File: src/rtl/i2c_stat_pkg.sv
package i2c_stat_pkg;

    localparam int N_EVT   = 5;
    localparam int N_ERR   = 7;
    localparam int ERR_LSB = 8;
    localparam int RXF_BIT = 6;
    localparam int TXE_BIT = 7;

    // event flag positions in status word 1
    localparam int EV_START = 0;
    localparam int EV_ADDR  = 1;
    localparam int EV_BYTE  = 2;
    localparam int EV_HDR   = 3;
    localparam int EV_STOP  = 4;

    // interrupt enable positions in control B
    localparam int IE_EVT = 8;
    localparam int IE_BUF = 9;
    localparam int IE_ERR = 10;

    // word addresses
    localparam logic [2:0] A_CTLA = 3'd0;
    localparam logic [2:0] A_CTLB = 3'd1;
    localparam logic [2:0] A_DATA = 3'd2;
    localparam logic [2:0] A_STS1 = 3'd3;
    localparam logic [2:0] A_STS2 = 3'd4;

    // decoded bus access seen by the sequence clearing logic
    typedef struct packed {
        logic any;
        logic sts1_rd;
        logic sts2_rd;
        logic data_rd;
        logic data_wr;
        logic ctla_wr;
    } acc_t;

    typedef struct packed {
        logic [N_EVT-1:0] flags;
        logic [N_EVT-1:0] mark;
    } seq_st_t;

endpackage

File: src/rtl/i2c_seq_flags.sv
module i2c_seq_flags
    import i2c_stat_pkg::*;
(
    input  logic             clk_i,
    input  logic             rst_ni,
    input  logic [N_EVT-1:0] set_i,
    input  acc_t             acc_i,
    output logic [N_EVT-1:0] flags_o
);

    seq_st_t          st_d, st_q;
    logic [N_EVT-1:0] qual;
    logic [N_EVT-1:0] clr;

    // which follow-up access releases each flag
    always_comb begin
        qual           = '0;
        qual[EV_START] = acc_i.data_wr;
        qual[EV_ADDR]  = acc_i.sts2_rd;
        qual[EV_BYTE]  = acc_i.data_wr | acc_i.data_rd;
        qual[EV_HDR]   = acc_i.data_wr;
        qual[EV_STOP]  = acc_i.ctla_wr;
    end

    always_comb begin
        st_d = st_q;
        clr  = st_q.mark & qual;
        if (acc_i.sts1_rd) begin
            st_d.mark = st_q.flags;
        end else if (acc_i.any) begin
            st_d.mark = '0;
        end
        st_d.flags = (st_q.flags & ~clr) | set_i;
    end

    always_ff @(posedge clk_i or negedge rst_ni) begin
        if (!rst_ni) begin
            st_q <= '0;
        end else begin
            st_q <= st_d;
        end
    end

    assign flags_o = st_q.flags;

endmodule

File: src/rtl/i2c_err_flags.sv
module i2c_err_flags
    import i2c_stat_pkg::*;
(
    input  logic             clk_i,
    input  logic             rst_ni,
    input  logic [N_ERR-1:0] set_i,
    input  logic             wr_i,
    input  logic [N_ERR-1:0] wbits_i,
    output logic [N_ERR-1:0] flags_o
);

    logic [N_ERR-1:0] flags_d, flags_q;

    always_comb begin
        flags_d = flags_q;
        if (wr_i) begin
            flags_d = flags_q & wbits_i;
        end
        flags_d = flags_d | set_i;
    end

    always_ff @(posedge clk_i or negedge rst_ni) begin
        if (!rst_ni) begin
            flags_q <= '0;
        end else begin
            flags_q <= flags_d;
        end
    end

    assign flags_o = flags_q;

endmodule

File: src/rtl/i2c_irq_gate.sv
module i2c_irq_gate
    import i2c_stat_pkg::*;
(
    input  logic [N_EVT-1:0] evt_i,
    input  logic [N_ERR-1:0] err_i,
    input  logic [1:0]       buf_i,
    input  logic [2:0]       en_i,
    output logic             irq_evt_o,
    output logic             irq_buf_o,
    output logic             irq_err_o
);

    always_comb begin
        irq_evt_o = en_i[0] & (|evt_i);
        irq_buf_o = en_i[1] & (|buf_i);
        irq_err_o = en_i[2] & (|err_i);
    end

endmodule

File: src/rtl/i2c_stat_flags.sv
module i2c_stat_flags
    import i2c_stat_pkg::*;
#(
    parameter int REG_W   = 16,
    parameter int ADDR_W  = 3,
    parameter int DATA_W  = 8,
    parameter int N_STATE = 3,
    parameter int PEC_W   = 8,
    parameter int VIEW_W  = 24
) (
    input  logic              clk_i,
    input  logic              rst_ni,
    input  logic              rd_i,
    input  logic              wr_i,
    input  logic [ADDR_W-1:0] addr_i,
    input  logic [REG_W-1:0]  wdata_i,
    output logic [REG_W-1:0]  rdata_o,
    input  logic [N_EVT-1:0]  evt_set_i,
    input  logic [N_ERR-1:0]  err_set_i,
    input  logic              rx_full_i,
    input  logic              tx_empty_i,
    input  logic [N_STATE-1:0] state_i,
    input  logic [PEC_W-1:0]  pec_i,
    output logic              irq_evt_o,
    output logic              irq_buf_o,
    output logic              irq_err_o,
    output logic [VIEW_W-1:0] last_evt_o
);

    localparam int VIEW_HI = VIEW_W - REG_W;

    typedef struct packed {
        logic [REG_W-1:0]  ctla;
        logic [REG_W-1:0]  ctlb;
        logic [DATA_W-1:0] dat;
    } ctl_st_t;

    ctl_st_t          st_d, st_q;
    acc_t             acc_w;
    logic             sts1_wr_w;
    logic [N_EVT-1:0] evt_flags_w;
    logic [N_ERR-1:0] err_flags_w;
    logic [REG_W-1:0] sts1_w;
    logic [REG_W-1:0] sts2_w;
    logic [2:0]       irq_en_w;

    // access decode
    always_comb begin
        acc_w.any     = rd_i | wr_i;
        acc_w.sts1_rd = rd_i & (addr_i == ADDR_W'(A_STS1));
        acc_w.sts2_rd = rd_i & (addr_i == ADDR_W'(A_STS2));
        acc_w.data_rd = rd_i & (addr_i == ADDR_W'(A_DATA));
        acc_w.data_wr = wr_i & (addr_i == ADDR_W'(A_DATA));
        acc_w.ctla_wr = wr_i & (addr_i == ADDR_W'(A_CTLA));
        sts1_wr_w     = wr_i & (addr_i == ADDR_W'(A_STS1));
    end

    // control words and data byte
    always_comb begin
        st_d = st_q;
        if (acc_w.ctla_wr) begin
            st_d.ctla = wdata_i;
        end
        if (wr_i && addr_i == ADDR_W'(A_CTLB)) begin
            st_d.ctlb = wdata_i;
        end
        if (acc_w.data_wr) begin
            st_d.dat = wdata_i[DATA_W-1:0];
        end
    end

    always_ff @(posedge clk_i or negedge rst_ni) begin
        if (!rst_ni) begin
            st_q <= '0;
        end else begin
            st_q <= st_d;
        end
    end

    i2c_seq_flags u_seq (
        .clk_i   (clk_i),
        .rst_ni  (rst_ni),
        .set_i   (evt_set_i),
        .acc_i   (acc_w),
        .flags_o (evt_flags_w)
    );

    i2c_err_flags u_err (
        .clk_i   (clk_i),
        .rst_ni  (rst_ni),
        .set_i   (err_set_i),
        .wr_i    (sts1_wr_w),
        .wbits_i (wdata_i[ERR_LSB +: N_ERR]),
        .flags_o (err_flags_w)
    );

    assign irq_en_w = {st_q.ctlb[IE_ERR], st_q.ctlb[IE_BUF], st_q.ctlb[IE_EVT]};

    i2c_irq_gate u_irq (
        .evt_i     (evt_flags_w),
        .err_i     (err_flags_w),
        .buf_i     ({tx_empty_i, rx_full_i}),
        .en_i      (irq_en_w),
        .irq_evt_o (irq_evt_o),
        .irq_buf_o (irq_buf_o),
        .irq_err_o (irq_err_o)
    );

    // status word assembly
    always_comb begin
        sts1_w                      = '0;
        sts1_w[N_EVT-1:0]           = evt_flags_w;
        sts1_w[RXF_BIT]             = rx_full_i;
        sts1_w[TXE_BIT]             = tx_empty_i;
        sts1_w[ERR_LSB +: N_ERR]    = err_flags_w;
        sts2_w                      = '0;
        sts2_w[N_STATE-1:0]         = state_i;
        sts2_w[REG_W-1 -: PEC_W]    = pec_i;
    end

    assign last_evt_o = {sts2_w[VIEW_HI-1:0], sts1_w};

    always_comb begin
        rdata_o = '0;
        case (addr_i)
            ADDR_W'(A_CTLA): rdata_o = st_q.ctla;
            ADDR_W'(A_CTLB): rdata_o = st_q.ctlb;
            ADDR_W'(A_DATA): rdata_o = REG_W'(st_q.dat);
            ADDR_W'(A_STS1): rdata_o = sts1_w;
            ADDR_W'(A_STS2): rdata_o = sts2_w;
            default:         rdata_o = '0;
        endcase
    end

endmodule

File: config.mk
export PLATFORM = sky130hd
export DESIGN_NAME = i2c_stat_flags
export DESIGN_NICKNAME = d
export VERILOG_FILES = /design/src/rtl/i2c_stat_pkg.sv /design/src/rtl/i2c_seq_flags.sv /design/src/rtl/i2c_err_flags.sv /design/src/rtl/i2c_irq_gate.sv /design/src/rtl/i2c_stat_flags.sv
export SDC_FILE = /design/constraint.sdc
export NUM_CORES = 1
export LEC_CHECK = 0
export BUFFER_PORTS_ARGS = -buffer_cell sky130_fd_sc_hd__buf_4
export CAP_MARGIN = 5
export CORE_MARGIN = 2
export CORE_UTILIZATION = 28
export CTS_BUF_LIST = sky130_fd_sc_hd__clkbuf_8
export DETAILED_ROUTE_END_ITERATION = 7
export PLACE_DENSITY = 0.48
export REMOVE_ABC_BUFFERS = 1
export SLEW_MARGIN = 40
export SYNTH_ARGS = -nofsm -noshare
export SYNTH_HDL_FRONTEND = slang
export SYNTH_SLANG_ARGS = --single-unit
File: constraint.sdc
create_clock -name clk_i -period 1.6 [get_ports clk_i]
set_input_delay 0.16 -clock clk_i [delete_from_list [all_inputs] [get_ports clk_i]]
set_output_delay 0.16 -clock clk_i [all_outputs]
set_load 0.01 [all_outputs]
==> results by group, run 1 <==
Status
  • Status: complete, but fails checks
  • Failing checks: negative setup slack

Placement
  • Gpl congestion: ~0.70
  • Final HPWL DP: 5.48 mm
  • DP Area: 3660 um2
  • IO Port Bufs: 83
  • Placed insts: between 400 and 500

Power
  • LEAKAGE: 1.76 nW
  • Peak supply drop: roughly 0.51 mV
  • Net Sw Frac: around 27%
  • Power consumption: around 3.9 mW
  • Clk pwr share: between 30% and 40%
  • PD cells: 961 nW/um2
  • Sequential share of power: between 40% and 50%
  • NetSw: around 1.1 mW
  • Comb pwr share: ~23%
  • Internal power: about 2.8 mW

Die
  • Ports: a little over 90
  • Site Rows: 37
  • Core Box Area: a little over 10000 um2
  • Die area: 11200 um2
  • Die Height: between 100 and 150 um
  • Initial core utilization: between 20% and 30%
  • Die W: about 110 um

Layout
  • Fin cells: between 400 and 500
  • Area Overhead vs Synth: 38.1%
  • Finished layout cell area: roughly 4000 um2
  • Antenna cells: 0
  • Share of layout cells above drive strength 1: between 50 and 60%
  • Nets: slightly below 400

Synthesis
  • Ranking of synthesized cells by area: dfrtp_1 (49%), mux2_2 (17%), buf_4 (5.4%)
  • Sequential area share after synthesis: between 40% and 50%
  • Synth Warn #: 0
  • Number of synthesized flops with an enable pin: 0
  • Flops & latches, synth: 57
  • Synthesized area: about 2900 um2
  • Share of flip-flops with an asynchronous set or reset: between 90% and 100%
  • Top FF cell, synth: dfrtp_1
  • Synth Instances: approximately 240
  • Post-synth cell types: 35
  • Post-synth top area cell: dfrtp_1
  • Mean post-synth cell area: ~12 um2
  • Post-synth top area share: around half

Detailed routing
  • Total Wirelength: roughly 7.7 mm
  • DRT Pass-1 Iters: 4
  • Total number of vias: about 2200
  • Iter 0 DRT Violations: 66
  • DR WL/cell: 16.1 um
  • Number of routed nets with antenna violations: 0
  • Vias/cell: 4.62
  • Remaining DRCs: 0

Clock network
  • Clk pin slew, worst setup/hold paths: 0.07 ns
  • Root Buffer: clkbuf_8
  • TritonCTS Sinks: between 50 and 60
  • Bufs on Longest Clock Path: 2
  • CTS Buf Count: 9
  • CTS tree: done
  • Worst-Skew Late Latency: 0.34 ns
  • H-tree levels: 3

Timing
  • Worst setup margin: -0.145 ns
  • Minimum clock period: 1.74 ns
  • RSZ-0062 raised after global routing: true
  • Tcrit/Tclk final: 109%
  • Final hold vios: 0
  • Slew Limit Fails: 0
  • Setup-failing EPs final: 5
  • Top achievable clock speed: 0.573 GHz
  • Clock Skew: between 0.002 and 0.003 ns

Setup path
  • Slowest stage delay, CP: 0.54 ns
  • Critical path data required time: between 1 and 1.5 ns
  • CP Max Fanout: 2
  • Critical Path Sink Type: primary output
  • Slowest CP cell: or4_4
  • CP Class: reg -> out
  • Buf/Inv on CP: 1
  • Kind of cell adding the most delay to the critical path: simple AND/OR/NAND/NOR gates
  • Critical path arrival: 1.58 ns
  • Cell breakdown of the critical path: or4_4 -> o21a_1 -> buf_6
  • Startpoint Class: flip-flop

Global routing
  • First-pass GRT wire length: around 12 mm
  • Vias in the first global route: roughly 2200
  • GRT overflow: 0
  • Initial antenna violation count: 0
  • All-layer global routing usage: roughly 14%
  • Largest net degree at the start of global routing: 58

Hold path
  • Worst Hold Class: in -> reg

Run
  • Max-cap violations: 0
through the flow:
stage                     util (%)  hold WS (ns)  setup WS, ns  TNS (ns)
after floorplan                  -        -0.136        -0.760    -13.28
final                         39.3        0.0133        -0.145    -0.465
after detailed placement      36.0         0.179        0.0968         0
after CTS                     38.8      0.000750        -0.176    -0.649
after global routing          39.3       0.00994        -0.199    -0.829
after global placement        36.0         0.179         0.111         0
cell type report:
cell class              instances  area, um2
fillers                      1011       6180
flip-flops and latches         57       1430
inverters                       1       3.75
clock inverters                 6       35.0
well taps                     136        170
repair buffers                114        906
multi-input cells             154       1330
clock buffers                  10        138
registers in the layout (all words and copies together), names as in the netlist:
name,count
u_seq.flags_o,5
irq_en_w,3
u_seq.st_q,5
st_q,37
u_err.flags_o,7
layout by cell type (no fill, tap or decap), types with 5 or more instances in the layout:
master,Yosys,routed
a21o_1,5,5
buf_4,21,100
clkbuf_8,0,10
conb_1,1,7
dfrtp_1,57,56
dlygate4sd3_1,0,9
mux2_2,44,44
mux2i_1,10,10
nand2_1,21,21
nand2b_1,8,8
o21ai_0,11,9
o221ai_1,8,8
power by group through the flow:
stage                     clock network (mW)  logic (mW)  registers (mW)
after floorplan                            0       0.449            1.78
after global placement                     0       0.824            1.81
after detailed placement                   0       0.835            1.82
after CTS                               1.23       0.858            1.79
after global routing                    1.30       0.946            1.83
final                                   1.19       0.867            1.79
per-layer routing:
layer  wire [um]  vias up  GRT usage (%)
met5           0        -              0
met4          25        0           2.82
met3         460        5           4.70
met2        3460       75           21.7
met1        3730     1087           20.1
li1            -     1042              -
synthesized netlist by cell type (all sizes together), types with 2 or more instances:
library cell  number
mux4               4
a32o               3
nor4bb             2
o221ai             8
clkbuf             4
nor2               4
nand2             21
dfrtp             57
nand3b             2
o21a               4
nand3              2
o21ai             11
buf               27
nand2b             8
a21o               5
mux2i             10
a22oi              2
nor2b              5
mux2              44
worst paths after layout:
path / from / end / slack [ns] / cells past startpoint
worst max register to register: u_seq.flags_o[3]$_DFF_PN0_ / u_seq.flags_o[3]$_DFF_PN0_ / 0.65 / 3
worst min-delay path: err_set_i[3] / u_err.flags_o[3]$_DFF_PN0_ / 0.01 / 2
worst min register to register: u_seq.st_q[0]$_DFFE_PN0P_ / u_seq.st_q[0]$_DFFE_PN0P_ / 0.48 / 2
max in group asynchronous: rst_ni / u_err.flags_o[4]$_DFF_PN0_ / 0.97 / 3
worst max-delay path: u_seq.flags_o[2]$_DFF_PN0_ / irq_evt_o / -0.14 / 3
min in group asynchronous: rst_ni / st_q[3]$_DFFE_PN0N_ / 0.35 / 3
kinds of logic (layout without fill, tap and decap cells):
family,count (synthesis),count (layout),synth area share (%)
flops,57,57,49.2
mux,58,58,23.6
buf+inv,32,131,7.55
simple gates,54,54,10.7
compound gates,35,35,8.76
other cells,1,7,0.129
timing repair:
action | CTS | global route
gates resized for setup | 4 | 9
pin swaps | 1 | 0
hold endpoints to repair | 64 | 1
setup endpoints to repair | 7 | 7
setup buffers | 4 | 1
hold buffers | 8 | 1
No activity file was read; power rests on OpenSTA's default activity.
==> run 2, diff against run 1 <==
GPL_TIMING_DRIVEN = 0   (was not set)
==> results by group, run 2 (synthesis results as in run 1) <==
Setup path
  • CP Max Fanout: 4
  • Startpoint Class: flip-flop
  • R2r worst-path depth: 2
  • Critical path arrival: ~1.6 ns
  • RR Endpoint: u_seq.st_q[1]$_DFFE_PN0P_
  • Critical Path Sink Type: primary output
  • Critical path data required time: 1.44 ns
  • CP Class: reg -> out
  • Worst r2r src: u_seq.flags_o[1]$_DFF_PN0_
  • R2R setup slack: between 0.7 and 0.8 ns

Timing
  • Fin Hold WS: around 0.017 ns
  • Tcrit/Tclk final: 111%
  • Setup-failing EPs final: 6
  • Top achievable clock speed: about 0.56 GHz
  • Slew headroom: around half
  • Final hold vios: 0
  • RSZ-0062 raised after global routing: true
  • Minimum clock period: about 1.8 ns
  • Worst setup margin: -0.170 ns
  • Slew @ Worst Pin: 0.750 ns
  • Clock Skew: ~0.00033 ns
  • Slew Limit Fails: 0
  • Fin Setup TNS: -0.578 ns

Die
  • Die Height: ~110 um
  • Die W: 106 um
  • Initial core utilization: between 20 and 30%
  • Die area: 11200 um2
  • Core Box Area: roughly 10000 um2
  • Ports: between 90 and 100
  • Site Rows: 37

Layout
  • Multi-input gate area: between 1000 and 1500 um2
  • Most common library cell in the layout ignoring fill and taps: buf_4
  • Most frequent cells in the layout: buf_4 (87), dfrtp_1 (56), mux2_2 (44)
  • FF+latch area: 1430 um2
  • Share of layout cells above drive strength 1: between 50% and 60%
  • Fillers: around 1000
  • Nets: roughly 370
  • Reg with most FFs: st_q
  • Number of flip-flops under the largest register name: 37
  • Area Overhead vs Synth: 37.1%
  • Antenna cells: 0
  • Utilization after layout: 39.0%

Placement
  • Gpl congestion: 0.703
  • Final HPWL DP: 5.16 mm
  • Pre-CTS WS: -0.231 ns
  • IO Port Bufs: 83

Global routing
  • First-pass GRT wire length: roughly 12 mm
  • All-layer global routing usage: approximately 14%
  • Largest net degree at the start of global routing: 58
  • GRT overflow: 0
  • Vias in the first global route: about 2200
  • Initial antenna violation count: 0

Detailed routing
  • Vias/cell: ~4.6
  • Total Wirelength: ~7.6 mm
  • Total number of vias: 2153
  • Number of routed nets with antenna violations: 0
  • Iter 0 DRT Violations: 51
  • DR WL/cell: 16.2 um
  • Remaining DRCs: 0
  • DRT Pass-1 Iters: 6

Status
  • Failing checks: negative setup slack
  • Status: complete, but fails checks

Clock network
  • CTS Buf Count: 9
  • TritonCTS Sinks: 57
  • Root Buffer: clkbuf_8
  • H-tree levels: 3
  • CTS tree: done
  • Clk pin slew, worst setup/hold paths: approximately 0.070 ns
  • Worst-Skew Late Latency: between 0.3 and 0.4 ns
  • Bufs on Longest Clock Path: 2

Power
  • Sequential share of power: 42.9%
  • PD cells: ~1000 nW/um2
  • LEAKAGE: ~1.7 nW
  • Clk pwr share: a little under two fifths
  • Comb pwr share: 20.0%
  • Net Sw Frac: roughly 25%
  • Internal power: approximately 3.1 mW
  • Peak supply drop: 0.377 mV
  • NetSw: about 1.0 mW

Hold path
  • Worst hold stages: 2
  • Hold path endpoint: u_err.flags_o[5]$_DFF_PN0_
  • Worst Hold Class: in -> reg
  • Hold path start: err_set_i[5]

Run
  • Max-cap violations: 0
[run 2: changes by cell type in the layout (fill, tap and decap cells not counted), moves of 2 or more]
cell	previous run	this run
buf_4	100	87
nor2b_4	3	1
bufinv_16	0	2
buf_6	4	6
[run 2: metrics by stage]
stage / cell area, um2 / power (mW) / std cells
2_1_floorplan: 2710 / 2.23 / 212
3_5_place_dp: 3580 / 2.63 / 436
6_report: 3980 / 4.17 / 467
3_3_place_gp: 3500 / 2.60 / 431
4_1_cts: 3960 / 4.23 / 466
5_1_grt: 3980 / 4.39 / 467
[run 2: timing repair]
action | 4_1_cts | 5_1_grt
pin swaps | 0 | 1
hold buffers | 10 | 0
gates resized for setup | 9 | 3
endpoints found under the setup margin | 14 | 9
buffers inserted | 4 | 1
hold endpoints to repair | 66 | 0
[run 2: layout make-up]
cell class                      instances  area share, %
Sequential cell                        57           35.9
Clock inverter                          5           1.95
Inverter                                1         0.0944
Timing Repair Buffer                  103           20.6
Multi-Input combinational cell        154           33.3
Clock buffer                           11           3.81
Tap cell                              136           4.28
[run 2: per-layer routing]
metal	part of all wire (%)	track usage, %
met5	0	0
met2	47	22.8
met1	47	18.4
met3	4.8	3.90
met4	1.5	4.70
[run 2: how the worst max path moves through the flow]
| stage | cells after the start | start | slack [ns] | endpoint |
|---|---|---|---|---|
| after floorplan | 2 | wr_i | -0.76 | irq_en_w[0]$_DFFE_PN0P_ |
| after global placement | 3 | addr_i[0] | -2.56 | st_q[10]$_DFFE_PN0P_ |
| after detailed placement | 4 | addr_i[0] | -0.23 | st_q[23]$_DFFE_PN0P_ |
| after CTS | 3 | u_seq.flags_o[2]$_DFF_PN0_ | -0.19 | irq_evt_o |
| after global routing | 5 | u_seq.flags_o[2]$_DFF_PN0_ | -0.22 | rdata_o[2] |
| final | 3 | u_seq.flags_o[0]$_DFF_PN0_ | -0.17 | irq_evt_o |
[run 2: power by group through the flow]
| stage | Combinational, mW | Sequential [mW] | Clock [mW] |
|---|---|---|---|
| after detailed placement | 0.812 | 1.82 | 0 |
| after CTS | 0.851 | 1.79 | 1.58 |
| after floorplan | 0.449 | 1.78 | 0 |
| after global placement | 0.789 | 1.81 | 0 |
| after global routing | 0.916 | 1.82 | 1.65 |
| final | 0.834 | 1.79 | 1.55 |
[run 2: worst max-delay path: stages (launching register included)]
cell     delay [ns]
dfrtp_1        0.41
or4_4          0.53
o21a_1         0.20
buf_6          0.12
